File: src/rtl/abs_cmd_pkg.sv
// Package: shared codes, instruction constants and encoders for the
// abstract command generator. Assumes RV32/RV64 base integer encodings.
package abs_cmd_pkg;

    // Error codes written into the controller's error field
    typedef enum logic [2:0] {
        ERR_NONE    = 3'd0,
        ERR_BUSY    = 3'd1,
        ERR_NOTSUP  = 3'd2,
        ERR_EXCEPT  = 3'd3,
        ERR_HALTRES = 3'd4
    } cmd_err_e;

    localparam int REG_IDX_W = 5;   // width of a GPR field in an instruction

    localparam logic [31:0] INSN_NOP    = 32'h0000_0013;
    localparam logic [31:0] INSN_EBREAK = 32'h0010_0073;

    localparam logic [6:0] OPC_LOAD  = 7'b000_0011;
    localparam logic [6:0] OPC_STORE = 7'b010_0011;
    localparam logic [2:0] F3_WORD   = 3'b010;
    localparam logic [2:0] F3_DBL    = 3'b011;

    // Load: rd <- mem[x0 + imm]
    function automatic logic [31:0] mk_load(input logic [2:0] f3,
                                            input logic [REG_IDX_W-1:0] rd,
                                            input logic [11:0] imm);
        return {imm, 5'd0, f3, rd, OPC_LOAD};
    endfunction

    // Store: mem[x0 + imm] <- rs2
    function automatic logic [31:0] mk_store(input logic [2:0] f3,
                                             input logic [REG_IDX_W-1:0] rs2,
                                             input logic [11:0] imm);
        return {imm[11:5], rs2, 5'd0, f3, imm[4:0], OPC_STORE};
    endfunction

endpackage

File: src/rtl/abs_cmd_check.sv
// Module: precondition and field checker. Purely combinational; decides
// whether a command would be accepted, rejected with a code, or ignored.
// Assumes the caller gates every result with the start strobe.
module abs_cmd_check
    import abs_cmd_pkg::*;
#(
    parameter logic [15:0] GPR_BASE   = 16'h1000,
    parameter int          GPR_COUNT  = 32,
    parameter bit          ALLOW_DBL  = 1'b1
) (
    input  logic [7:0]            kind,
    input  logic [2:0]            size,
    input  logic                  transfer,
    input  logic [15:0]           regno,
    input  logic                  halted,
    input  logic                  busy,
    input  logic [2:0]            err,
    output logic                  accept,
    output logic                  reject,
    output cmd_err_e              code,
    output logic                  dbl,
    output logic [REG_IDX_W-1:0]  gpr_idx
);

    localparam logic [16:0] GPR_END = {1'b0, GPR_BASE} + 17'(GPR_COUNT);

    logic        range_ok;
    logic        size_ok;
    logic [15:0] offset;

    // Register number window and GPR index
    always_comb begin
        offset   = regno - GPR_BASE;
        range_ok = (regno >= GPR_BASE) && ({1'b0, regno} < GPR_END);
        gpr_idx  = offset[REG_IDX_W-1:0];
        dbl      = (size == 3'd3);
    end

    // Size legality depends on whether 64-bit transfers are built in
    generate
        if (ALLOW_DBL) begin : g_dbl
            assign size_ok = (size == 3'd2) || (size == 3'd3);
        end else begin : g_word
            assign size_ok = (size == 3'd2);
        end
    endgenerate

    // Ordered precondition checks
    always_comb begin
        accept = 1'b0;
        reject = 1'b0;
        code   = ERR_NONE;
        if (err != 3'd0) begin
            // pending error: ignore the request
        end else if (busy) begin
            reject = 1'b1;
            code   = ERR_BUSY;
        end else if (kind != 8'd0) begin
            reject = 1'b1;
            code   = ERR_NOTSUP;
        end else if (!halted) begin
            reject = 1'b1;
            code   = ERR_HALTRES;
        end else if (transfer && (!range_ok || !size_ok)) begin
            reject = 1'b1;
            code   = ERR_NOTSUP;
        end else begin
            accept = 1'b1;
        end
    end

endmodule

File: src/rtl/abs_insn_encode.sv
// Module: instruction word builder. Combinational; assumes the command has
// already passed the checker and that DATA_OFFSET fits a signed 12-bit field.
module abs_insn_encode
    import abs_cmd_pkg::*;
#(
    parameter logic [11:0] DATA_OFFSET = 12'h380
) (
    input  logic                  transfer,
    input  logic                  write,
    input  logic                  postexec,
    input  logic                  dbl,
    input  logic [REG_IDX_W-1:0]  gpr_idx,
    output logic [31:0]           word0,
    output logic [31:0]           word1
);

    logic [2:0] f3;

    // First word: load, store or no-op
    always_comb begin
        f3 = dbl ? F3_DBL : F3_WORD;
        if (!transfer)
            word0 = INSN_NOP;
        else if (write)
            word0 = mk_load(f3, gpr_idx, DATA_OFFSET);
        else
            word0 = mk_store(f3, gpr_idx, DATA_OFFSET);
    end

    // Second word: fall through or return to the debug loop
    always_comb word1 = postexec ? INSN_NOP : INSN_EBREAK;

endmodule

File: src/rtl/abs_cmd_gen.sv
// Module: top of the abstract register-access command generator. Splits the
// command, runs the checker and encoder, and registers the words and strobes.
// Assumes the controller applies the strobes to its own busy/error/go state.
module abs_cmd_gen
    import abs_cmd_pkg::*;
#(
    parameter logic [11:0] DATA_OFFSET = 12'h380,
    parameter logic [15:0] GPR_BASE    = 16'h1000,
    parameter int          GPR_COUNT   = 32,
    parameter bit          ALLOW_DBL   = 1'b1
) (
    input  logic        clk,
    input  logic        rst_n,
    input  logic        start,
    input  logic [31:0] command,
    input  logic        hart_halted,
    input  logic        busy_in,
    input  logic [2:0]  err_in,
    output logic [31:0] word0,
    output logic [31:0] word1,
    output logic        busy_set,
    output logic        go_set,
    output logic        err_we,
    output logic [2:0]  err_code
);

    logic                 chk_accept;
    logic                 chk_reject;
    cmd_err_e             chk_code;
    logic                 chk_dbl;
    logic [REG_IDX_W-1:0] chk_idx;
    logic [31:0]          enc_w0;
    logic [31:0]          enc_w1;
    logic                 cmd_unused;

    // Bits with no meaning for register access
    assign cmd_unused = command[23] ^ command[19];

    abs_cmd_check #(
        .GPR_BASE  (GPR_BASE),
        .GPR_COUNT (GPR_COUNT),
        .ALLOW_DBL (ALLOW_DBL)
    ) u_check (
        .kind     (command[31:24]),
        .size     (command[22:20]),
        .transfer (command[17]),
        .regno    (command[15:0]),
        .halted   (hart_halted),
        .busy     (busy_in),
        .err      (err_in),
        .accept   (chk_accept),
        .reject   (chk_reject),
        .code     (chk_code),
        .dbl      (chk_dbl),
        .gpr_idx  (chk_idx)
    );

    abs_insn_encode #(
        .DATA_OFFSET (DATA_OFFSET)
    ) u_encode (
        .transfer (command[17]),
        .write    (command[16]),
        .postexec (command[18]),
        .dbl      (chk_dbl),
        .gpr_idx  (chk_idx),
        .word0    (enc_w0),
        .word1    (enc_w1)
    );

    // Strobes and error code, one cycle after start
    always_ff @(posedge clk) begin
        if (!rst_n) begin
            busy_set <= 1'b0;
            go_set   <= 1'b0;
            err_we   <= 1'b0;
            err_code <= 3'd0;
        end else begin
            busy_set <= start && chk_accept;
            go_set   <= start && chk_accept;
            err_we   <= start && chk_reject;
            err_code <= (start && chk_reject) ? chk_code : 3'd0;
        end
    end

    // Instruction words, updated only on acceptance
    always_ff @(posedge clk) begin
        if (!rst_n) begin
            word0 <= INSN_NOP;
            word1 <= INSN_EBREAK;
        end else if (start && chk_accept) begin
            word0 <= enc_w0;
            word1 <= enc_w1;
        end
    end


    err_hold_chk: assert property (@(posedge clk) disable iff (!rst_n)
        (start && err_in != 3'd0) |=> (!busy_set && !go_set && !err_we));


    busy_err_chk: assert property (@(posedge clk) disable iff (!rst_n)
        (start && err_in == 3'd0 && busy_in) |=> (err_we && err_code == 3'd1));


    halt_gate_chk: assert property (@(posedge clk) disable iff (!rst_n)
        (start && err_in == 3'd0 && !busy_in && command[31:24] == 8'd0 && !hart_halted)
        |=> (err_we && err_code == 3'd4 && !go_set));


    nop_first_chk: assert property (@(posedge clk) disable iff (!rst_n)
        (start && !command[17] && err_in == 3'd0 && !busy_in
         && command[31:24] == 8'd0 && hart_halted) |=> (word0 == INSN_NOP));


    second_word_chk: assert property (@(posedge clk) disable iff (!rst_n)
        go_set |-> (word1 == ($past(command[18]) ? INSN_NOP : INSN_EBREAK)));


    exclusive_chk: assert property (@(posedge clk) disable iff (!rst_n)
        !(err_we && (go_set || busy_set)));


    words_hold_chk: assert property (@(posedge clk) disable iff (!rst_n)
        !go_set |-> ($stable(word0) && $stable(word1)));


    idle_quiet_chk: assert property (@(posedge clk) disable iff (!rst_n)
        !start |=> (!busy_set && !go_set && !err_we && err_code == 3'd0));

endmodule

File: config.mk
export PLATFORM = sky130hd
export DESIGN_NAME = abs_cmd_gen
export DESIGN_NICKNAME = d
export VERILOG_FILES = /design/src/rtl/abs_cmd_pkg.sv /design/src/rtl/abs_cmd_check.sv /design/src/rtl/abs_insn_encode.sv /design/src/rtl/abs_cmd_gen.sv
export SDC_FILE = /design/constraint.sdc
export NUM_CORES = 1
export LEC_CHECK = 0
export ABC_AREA = 1
export BUFFER_PORTS_ARGS = -buffer_cell sky130_fd_sc_hd__buf_4
export CORE_ASPECT_RATIO = 1.1
export CORE_MARGIN = 8
export CORE_UTILIZATION = 35
export DETAILED_ROUTE_END_ITERATION = 10
export PLACE_DENSITY = 0.88
export SLEW_MARGIN = 20
export SYNTH_ARGS = -nofsm -noshare
export SYNTH_HDL_FRONTEND = slang
export SYNTH_SLANG_ARGS = --single-unit
export TNS_END_PERCENT = 10
File: constraint.sdc
create_clock -name clk -period 1.1 [get_ports clk]
set_input_delay 0 -clock clk [delete_from_list [all_inputs] [get_ports clk]]
set_output_delay 0 -clock clk [all_outputs]
set_load 0.005 [all_outputs]
==> impl_results.html, run 1 <==
<table>
<tr><th>Metric</th><th>Value</th></tr>
<tr><th colspan="2">Clock network</th></tr>
<tr><td>Buffer count from post-CTS setup fixing</td><td>0</td></tr>
<tr><td>Buffer levels on the longest clock path</td><td>2</td></tr>
<tr><td>CTS tree</td><td>yes</td></tr>
<tr><td>Post-CTS resize count</td><td>0</td></tr>
<tr><td>Clock slew at the register clock pins of the worst setup and hold paths</td><td>~0.080 ns</td></tr>
<tr><td>Depth of the CTS H-tree</td><td>1</td></tr>
<tr><td>Post-CTS Hold Fix Bufs</td><td>3</td></tr>
<tr><td>Root cell of the clock tree</td><td>clkbuf_8</td></tr>
<tr><td>Clock Sink Count</td><td>20</td></tr>
<tr><td>Number of buffers created by CTS</td><td>3</td></tr>
<tr><td>Clk Latency, worst-skew pair</td><td>approximately 0.25 ns</td></tr>
<tr><th colspan="2">Global route</th></tr>
<tr><td>Initial antenna violation count</td><td>0</td></tr>
<tr><td>GRT Overall Usage</td><td>between 10% and 20%</td></tr>
<tr><td>Largest net degree at the start of global routing</td><td>24</td></tr>
<tr><td>Overflow after GRT</td><td>0</td></tr>
<tr><td>Vias in the first global route</td><td>1209</td></tr>
<tr><td>Global-route wire length before repair</td><td>between 5000 and 6000 µm</td></tr>
<tr><th colspan="2">Cells and area</th></tr>
<tr><td># diodes</td><td>0</td></tr>
<tr><td># nets final</td><td>between 200 and 300</td></tr>
<tr><td>Finished Cell Area</td><td>roughly 1800 µm²</td></tr>
<tr><td>Fillcell total</td><td>roughly 380</td></tr>
<tr><td>Fraction of final layout cells sized beyond drive strength 1</td><td>around a third</td></tr>
<tr><td>Area overhead of the layout relative to synthesis</td><td>34.5%</td></tr>
<tr><th colspan="2">Floorplan</th></tr>
<tr><td># IOs</td><td>110</td></tr>
<tr><td>Die width</td><td>around 74 µm</td></tr>
<tr><td>Effective utilization at floorplan</td><td>between 30 and 40%</td></tr>
<tr><td>Overall die height</td><td>approximately 80 µm</td></tr>
<tr><td>Core Footprint</td><td>approximately 3600 µm²</td></tr>
<tr><td>Placement row count</td><td>23</td></tr>
<tr><td>Area of the die</td><td>about 6000 µm²</td></tr>
<tr><th colspan="2">Run</th></tr>
<tr><td>Max Cap Viol</td><td>0</td></tr>
<tr><th colspan="2">Detailed routing</th></tr>
<tr><td>DRC violation count after routing</td><td>0</td></tr>
<tr><td>Number of DRC markers in iteration 0</td><td>94</td></tr>
<tr><td>Post-DR wirelength/cell</td><td>around 11 µm</td></tr>
<tr><td>Post-DR vias/cell</td><td>3.85</td></tr>
<tr><td>Final Routed Wirelength</td><td>~3300 µm</td></tr>
<tr><td>Number of nets with antenna violations after detailed routing</td><td>0</td></tr>
<tr><td>Vias after detailed routing</td><td>between 1000 and 1500</td></tr>
<tr><td>Initial DRT Pass Iterations</td><td>4</td></tr>
<tr><th colspan="2">Synth</th></tr>
<tr><td>Xor/xnor share of the synthesized area</td><td>0%</td></tr>
<tr><td>Warning count from the yosys run</td><td>0</td></tr>
<tr><td>Synthesized flop and latch total</td><td>20</td></tr>
<tr><td>Adder and majority gate portion of the synthesized area</td><td>0%</td></tr>
<tr><td>Largest cells by area after synthesis</td><td>dfxtp_1 (31%), buf_4 (29%), nand2_1 (7.7%)</td></tr>
<tr><td>Cell taking the most area after synthesis</td><td>dfxtp_1</td></tr>
<tr><td>Post-synthesis mux area share</td><td>0%</td></tr>
<tr><td>Number of flops mapped to enable cells by yosys</td><td>0</td></tr>
<tr><td>Share of synthesized flip-flops with an asynchronous set or reset</td><td>0%</td></tr>
<tr><td>Largest family of logic cells by synthesized area</td><td>buffers and inverters</td></tr>
<tr><td>Synth Area per Inst</td><td>roughly 7 µm²</td></tr>
<tr><td>Commonest register cell after synthesis</td><td>dfxtp_1</td></tr>
<tr><td>Synth top area share</td><td>30.5%</td></tr>
<tr><td>Ranking of synthesized cells by instance count</td><td>buf_4 (50), nand2_1 (27), nor2_1 (27)</td></tr>
<tr><td>Count of distinct cell types in the synthesized netlist</td><td>22</td></tr>
<tr><td>Share of the synthesized area in compound gates (AO/OA/AOI/OAI)</td><td>approximately 7.6%</td></tr>
<tr><td>Area fraction in and, or, nand and nor cells after synthesis</td><td>24.1%</td></tr>
<tr><td>Summed instance area of the synthesized netlist</td><td>~1300 µm²</td></tr>
<tr><td>Top-count cell post-synth</td><td>buf_4</td></tr>
<tr><td>Sequential cell area fraction in the yosys report</td><td>30.5%</td></tr>
<tr><td>Syn Inst Count</td><td>roughly 180</td></tr>
<tr><th colspan="2">STA</th></tr>
<tr><td>Minimum clock period after layout</td><td>about 0.95 ns</td></tr>
<tr><td>Unrepaired setup endpoints after global routing</td><td>false</td></tr>
<tr><td>Final-report max-slew violation count</td><td>0</td></tr>
<tr><td>Crit share post-route</td><td>a little under nine tenths</td></tr>
<tr><td>Number of hold violations in the final report</td><td>0</td></tr>
<tr><td>Final-layout setup total negative slack</td><td>0 ns</td></tr>
<tr><td>FMAX</td><td>between 1 and 1.5 GHz</td></tr>
<tr><td>Max Clock Skew</td><td>0 ns</td></tr>
<tr><td>Setup violations, final</td><td>0</td></tr>
<tr><th colspan="2">Pwr</th></tr>
<tr><td>Maximum vdd drop</td><td>464 µV</td></tr>
<tr><td>Power per Cell Area</td><td>between 900 and 1000 nW/µm²</td></tr>
<tr><td>Static power due to leakage</td><td>between 0.9 and 1 nW</td></tr>
<tr><th colspan="2">Placed design</th></tr>
<tr><td>Final HPWL DP</td><td>about 2900 µm</td></tr>
<tr><td>Post-Place Cell Area</td><td>roughly 1700 µm²</td></tr>
<tr><td>Final GP Congestion</td><td>about 0.75</td></tr>
<tr><td># port buffers</td><td>63</td></tr>
<tr><th colspan="2">Critical path</th></tr>
<tr><td>Req. time, crit path</td><td>between 1 and 1.5 ns</td></tr>
<tr><td>Worst Path Arrival</td><td>roughly 1.1 ns</td></tr>
<tr><td>Highest fanout seen on the critical path</td><td>23</td></tr>
<tr><td>Element type at the critical path start</td><td>primary input</td></tr>
<tr><td>Critical path type</td><td>primary input to flop</td></tr>
<tr><td>Nature of the critical path endpoint</td><td>flop</td></tr>
<tr><th colspan="2">Status</th></tr>
<tr><td>Result of the run</td><td>finished clean</td></tr>
<tr><th colspan="2">Min path</th></tr>
<tr><td>Kind of path behind the tightest hold check</td><td>primary input to flop</td></tr>
</table>
where the power goes:
group	leakage (nW)	switching [mW]	internal, mW
Combinational	0.769	0.112	0.114
Clock	0.0357	0.239	0.485
Sequential	0.161	0.000387	0.725
Total	0.966	0.351	1.32
flip-flops by register name, summed over array words and instances (netlist names):
register / count
err_code: 3
word0: 14
word1: 1
go_set: 1
err_we: 1
critical path, cell delays in order:
cell     delay (ns)
buf_4          0.10
or2_0          0.20
nor2_1         0.13
nand2_2        0.09
a21oi_4        0.16
nand2_4        0.17
o21ai_1        0.17
nor2_1         0.05
path summary, 6_finish.rpt:
path	start	end	slack (ns)	depth (start not counted)
setup / recovery	command[6]	word0[7]	0.15	8
hold / removal	rst_n	word0[4]	0.008	2
setup reg to reg	word0[28]	word0[28]	0.42	4
hold reg to reg	word0[5]	word0[5]	0.47	2
kinds of logic after synthesis:
group,after synthesis
buffers and inverters,76
AO/OA/AOI/OAI,17
AND/OR/NAND/NOR,69
flip-flops,20
other,2
metrics by stage:
step                      cells  utilization, %  power (mW)  setup slack (ns)  hold slack (ns)
after floorplan             226               -       0.934           -0.0407           0.0779
after global placement      294            45.9       0.948           -0.0723            0.195
after detailed placement    294            45.9       0.953            -0.125            0.201
after CTS                   301            48.7        1.68             0.144          0.00432
after global routing        301            48.7        1.75            0.0244           0.0190
final                       301            48.7        1.67             0.154          0.00753
per-layer routing:
metal	global-route usage (%)	wire [µm]	vias up
met5	0	0	-
met4	4.12	21	0
met3	3.86	366	2
met2	18.9	1640	59
met1	10.8	1290	493
li1	-	-	604
area by class of cell:
class	count	area (µm²)	area share, %
clock inverter	1	30.0	1.70
timing repair buffer	74	563	31.9
multi-input combinational	130	582	33.0
clock buffer	3	41.3	2.34
inverter	23	86.3	4.89
sequential	20	400	22.7
tap	50	62.6	3.54
cells in the final DEF (no fill, tap or decap), drive strengths merged:
cell and instances:
a21oi 8, buf 71, bufinv 1, clkbuf 3
conb 44, dfxtp 20, dlygate4sd3 3, inv 23
nand2 29, nand3 3, nand4 5, nor2 29
nor3 1, nor4 1, o211ai 1, o21ai 7
o22ai 1, or2 1
Power figures use the tool's default switching activity.
==> inputs of run 2 (changes only) <==
Settings changed: PLACE_DENSITY 0.88 to 0.72, SYNTH_HIERARCHICAL set to 1.
==> run 2 against run 1 <==
First-iteration DRC count increased by 28%; count of clock-buffer cells in the layout rose by 7; clock skew unchanged; hold slack improved by 0.016 ns; fmax down 8.2%; largest cell class unchanged; largest power group is now the clock network.
==> impl_results.html, run 2 <==
<table>
<tr><th>Metric</th><th>Value</th></tr>
<tr><th colspan="2">Floorplan</th></tr>
<tr><td>Area of the die</td><td>roughly 13000 µm²</td></tr>
<tr><td>Placement row count</td><td>38</td></tr>
<tr><td>Core Footprint</td><td>9750 µm²</td></tr>
<tr><td>Die width</td><td>approximately 110 µm</td></tr>
<tr><td># IOs</td><td>110</td></tr>
<tr><td>Overall die height</td><td>~120 µm</td></tr>
<tr><td>Effective utilization at floorplan</td><td>a little over a third</td></tr>
<tr><th colspan="2">Detailed routing</th></tr>
<tr><td>DRC violation count after routing</td><td>0</td></tr>
<tr><td>Number of nets with antenna violations after detailed routing</td><td>0</td></tr>
<tr><td>Number of DRC markers in iteration 0</td><td>120</td></tr>
<tr><td>Post-DR wirelength/cell</td><td>between 10 and 15 µm</td></tr>
<tr><td>Final Routed Wirelength</td><td>approximately 7600 µm</td></tr>
<tr><td>Initial DRT Pass Iterations</td><td>4</td></tr>
<tr><td>Vias after detailed routing</td><td>2982</td></tr>
<tr><td>Post-DR vias/cell</td><td>approximately 4.0</td></tr>
<tr><th colspan="2">Synth</th></tr>
<tr><td>Warning count from the yosys run</td><td>6</td></tr>
<tr><td>Number of flops mapped to enable cells by yosys</td><td>0</td></tr>
<tr><td>Largest cells by area after synthesis</td><td>dfxtp_1 (40%), nor2_1 (15%), nand2_1 (14%)</td></tr>
<tr><td>Cell taking the most area after synthesis</td><td>dfxtp_1</td></tr>
<tr><td>Commonest register cell after synthesis</td><td>dfxtp_1</td></tr>
<tr><td>Synth top area share</td><td>between 40 and 50%</td></tr>
<tr><td>Syn Inst Count</td><td>approximately 530</td></tr>
<tr><td>Count of distinct cell types in the synthesized netlist</td><td>16</td></tr>
<tr><td>Synth Area per Inst</td><td>between 6 and 7 µm²</td></tr>
<tr><td>Sequential cell area fraction in the yosys report</td><td>between 40% and 50%</td></tr>
<tr><td>Ranking of synthesized cells by instance count</td><td>nor2_1 (140), nand2_1 (132), inv_1 (76)</td></tr>
<tr><td>Share of synthesized flip-flops with an asynchronous set or reset</td><td>0%</td></tr>
<tr><td>Synthesized flop and latch total</td><td>69</td></tr>
<tr><td>Summed instance area of the synthesized netlist</td><td>~3400 µm²</td></tr>
<tr><td>Top-count cell post-synth</td><td>nor2_1</td></tr>
<tr><th colspan="2">Pwr</th></tr>
<tr><td>Fraction of power consumed by combinational cells</td><td>around 5.1%</td></tr>
<tr><td>Maximum vdd drop</td><td>644 µV</td></tr>
<tr><td>Net switching power</td><td>1.10 mW</td></tr>
<tr><td>Sequential power share</td><td>~45%</td></tr>
<tr><td>Clock group share of total power</td><td>between 40 and 50%</td></tr>
<tr><td>Power per Cell Area</td><td>between 1000 and 1500 nW/µm²</td></tr>
<tr><td>Design internal power</td><td>4.43 mW</td></tr>
<tr><td>Static power due to leakage</td><td>around 2.6 nW</td></tr>
<tr><td>Switching part of the total power</td><td>around 20%</td></tr>
<tr><th colspan="2">Clock network</th></tr>
<tr><td>Number of buffers created by CTS</td><td>9</td></tr>
<tr><td>Clock slew at the register clock pins of the worst setup and hold paths</td><td>around 0.080 ns</td></tr>
<tr><td>Buffer count from post-CTS setup fixing</td><td>0</td></tr>
<tr><td>Depth of the CTS H-tree</td><td>3</td></tr>
<tr><td>Clock Sink Count</td><td>~70</td></tr>
<tr><td>Root cell of the clock tree</td><td>clkbuf_8</td></tr>
<tr><td>CTS tree</td><td>yes</td></tr>
<tr><td>Buffer levels on the longest clock path</td><td>2</td></tr>
<tr><td>Clk Latency, worst-skew pair</td><td>0.33 ns</td></tr>
<tr><th colspan="2">STA</th></tr>
<tr><td>FMAX</td><td>0.970 GHz</td></tr>
<tr><td>Number of hold violations in the final report</td><td>0</td></tr>
<tr><td>Minimum clock period after layout</td><td>between 1 and 1.5 ns</td></tr>
<tr><td>Setup violations, final</td><td>0</td></tr>
<tr><td>Unrepaired setup endpoints after global routing</td><td>true</td></tr>
<tr><td>Final-report max-slew violation count</td><td>0</td></tr>
<tr><td>Worst hold slack</td><td>about 0.023 ns</td></tr>
<tr><td>Final-layout setup total negative slack</td><td>0 ns</td></tr>
<tr><td>Max Clock Skew</td><td>0 ns</td></tr>
<tr><td>Crit share post-route</td><td>between 90% and 100%</td></tr>
<tr><td>Worst Setup Slack, final</td><td>between 0.06 and 0.07 ns</td></tr>
<tr><th colspan="2">Cells and area</th></tr>
<tr><td>Highest-count cells in the layout ignoring fill and taps</td><td>nor2_1 (138), nand2_1 (132), buf_4 (113), inv_1 (75), dfxtp_1 (69)</td></tr>
<tr><td>Fillcell total</td><td>slightly below 1000</td></tr>
<tr><td>Final Non-Filler Cells</td><td>between 700 and 800</td></tr>
<tr><td>Area overhead of the layout relative to synthesis</td><td>28.9%</td></tr>
<tr><td>Fraction of final layout cells sized beyond drive strength 1</td><td>between 20% and 30%</td></tr>
<tr><td>Most common library cell in the layout ignoring fill and taps</td><td>nor2_1</td></tr>
<tr><td># diodes</td><td>0</td></tr>
<tr><td>Largest registers in the final layout</td><td>word0 (32), word1 (32), err_code (3)</td></tr>
<tr><td>Finished Cell Area</td><td>roughly 4400 µm²</td></tr>
<tr><td># nets final</td><td>roughly 660</td></tr>
<tr><th colspan="2">Critical path</th></tr>
<tr><td>Nature of the critical path endpoint</td><td>flop</td></tr>
<tr><td>Req. time, crit path</td><td>approximately 1.4 ns</td></tr>
<tr><td>Critical path type</td><td>primary input to flop</td></tr>
<tr><td>Worst Path Arrival</td><td>between 1 and 1.5 ns</td></tr>
<tr><td>Element type at the critical path start</td><td>primary input</td></tr>
<tr><td>Ordered list of cells on the worst path</td><td>buf_4 &gt; dlygate4sd3_1 &gt; buf_4 &gt; inv_1 &gt; nand2_1 &gt; nor2_2 &gt; a21oi_1 &gt; nand3_2 &gt; nor2_1</td></tr>
<tr><td>Top cell by count, worst path</td><td>buf_4</td></tr>
<tr><td>Highest fanout seen on the critical path</td><td>4</td></tr>
<tr><td>Crit path largest cell delay</td><td>~0.54 ns</td></tr>
<tr><td>Cell with the largest stage delay on the worst path</td><td>dlygate4sd3_1</td></tr>
<tr><td>Delay-heaviest family, CP</td><td>buffers and inverters</td></tr>
<tr><td>Buffer and inverter count on the worst path</td><td>4</td></tr>
<tr><th colspan="2">Placed design</th></tr>
<tr><td>Final GP Congestion</td><td>about 0.77</td></tr>
<tr><td>Post-Place Cell Area</td><td>about 4100 µm²</td></tr>
<tr><td>Cells after DPL</td><td>~730</td></tr>
<tr><td># port buffers</td><td>107</td></tr>
<tr><td>Place WS</td><td>-0.230 ns</td></tr>
<tr><td>Final HPWL DP</td><td>between 5000 and 6000 µm</td></tr>
<tr><th colspan="2">Global route</th></tr>
<tr><td>Vias in the first global route</td><td>2996</td></tr>
<tr><td>Global-route wire length before repair</td><td>13100 µm</td></tr>
<tr><td>Initial antenna violation count</td><td>0</td></tr>
<tr><td>Overflow after GRT</td><td>0</td></tr>
<tr><td>Largest net degree at the start of global routing</td><td>65</td></tr>
<tr><td>GRT Overall Usage</td><td>a little under an eighth</td></tr>
<tr><th colspan="2">Status</th></tr>
<tr><td>Result of the run</td><td>finished clean</td></tr>
<tr><th colspan="2">Run</th></tr>
<tr><td>Max Cap Viol</td><td>0</td></tr>
<tr><th colspan="2">Min path</th></tr>
<tr><td>Kind of path behind the tightest hold check</td><td>primary input to flop</td></tr>
</table>
==> run 2: timing repair <==
action,in CTS,in global routing
resized for setup,0,2
hold buffers,4,0
hold endpoints to repair,11,0
endpoints found under the setup margin,0,17
==> run 2: cells by family (layout without fill, tap and decap cells) <==
logic type | Yosys count | count (layout) | share of synthesized area (%)
and+or+nand+nor | 300 | 300 | 34.4
other | 2 | 44 | 0.218
buffers and inverters | 154 | 213 | 25.0
AOI/OAI and AO/OA | 2 | 2 | 0.290
DFF | 69 | 69 | 40.1
==> run 2: worst paths after layout <==
| path | depth (start not counted) | slack [ns] | startpoint | endpoint |
|---|---|---|---|---|
| max reg2reg | 4 | 0.41 | word0[14] | word0[14] |
| min reg2reg | 2 | 0.47 | word1[5] | word1[5] |
| min | 5 | 0.02 | command[4] | word0[24] |
| max | 9 | 0.07 | busy_in | err_code[1] |
==> run 2: layout make-up <==
| class | instances | area (µm²) | share of cell area, % |
|---|---|---|---|
| Sequential cell | 69 | 1380 | 31.1 |
| Tap cell | 120 | 150 | 3.38 |
| Multi-Input combinational cell | 346 | 1390 | 31.2 |
| Clock buffer | 10 | 138 | 3.10 |
| Clock inverter | 6 | 134 | 3.01 |
| Timing Repair Buffer | 121 | 968 | 21.8 |
| Inverter | 76 | 285 | 6.42 |
==> run 2: power by group through the flow <==
stage,logic [mW],clock network [mW],registers (mW)
floorplan,0.247,0,2.56
global placement,0.266,0,2.56
detailed placement,0.270,0,2.56
CTS,0.282,2.86,2.50
global route,0.318,2.95,2.50
finish,0.283,2.76,2.50
==> run 2: per-stage QoR <==
step	util (%)	power (mW)
2_1_floorplan	-	2.80
4_1_cts	45.5	5.64
3_3_place_gp	42.3	2.82
5_1_grt	45.6	5.77
6_report	45.6	5.54
3_5_place_dp	42.3	2.83
==> run 2: worst min-delay path: cells and delay by family <==
kind	cells	cell delay (ns)
buf+inv	2	0.12
simple gates	3	0.22
==> run 2: per-layer routing <==
metal / share of wire (%) / wire length, µm / global-route usage, %
met5: 0 / 0 / 0
met4: 1.1 / 83 / 5.66
met3: 8.9 / 671 / 5.49
met2: 47 / 3580 / 19.6
met1: 43 / 3220 / 12.2
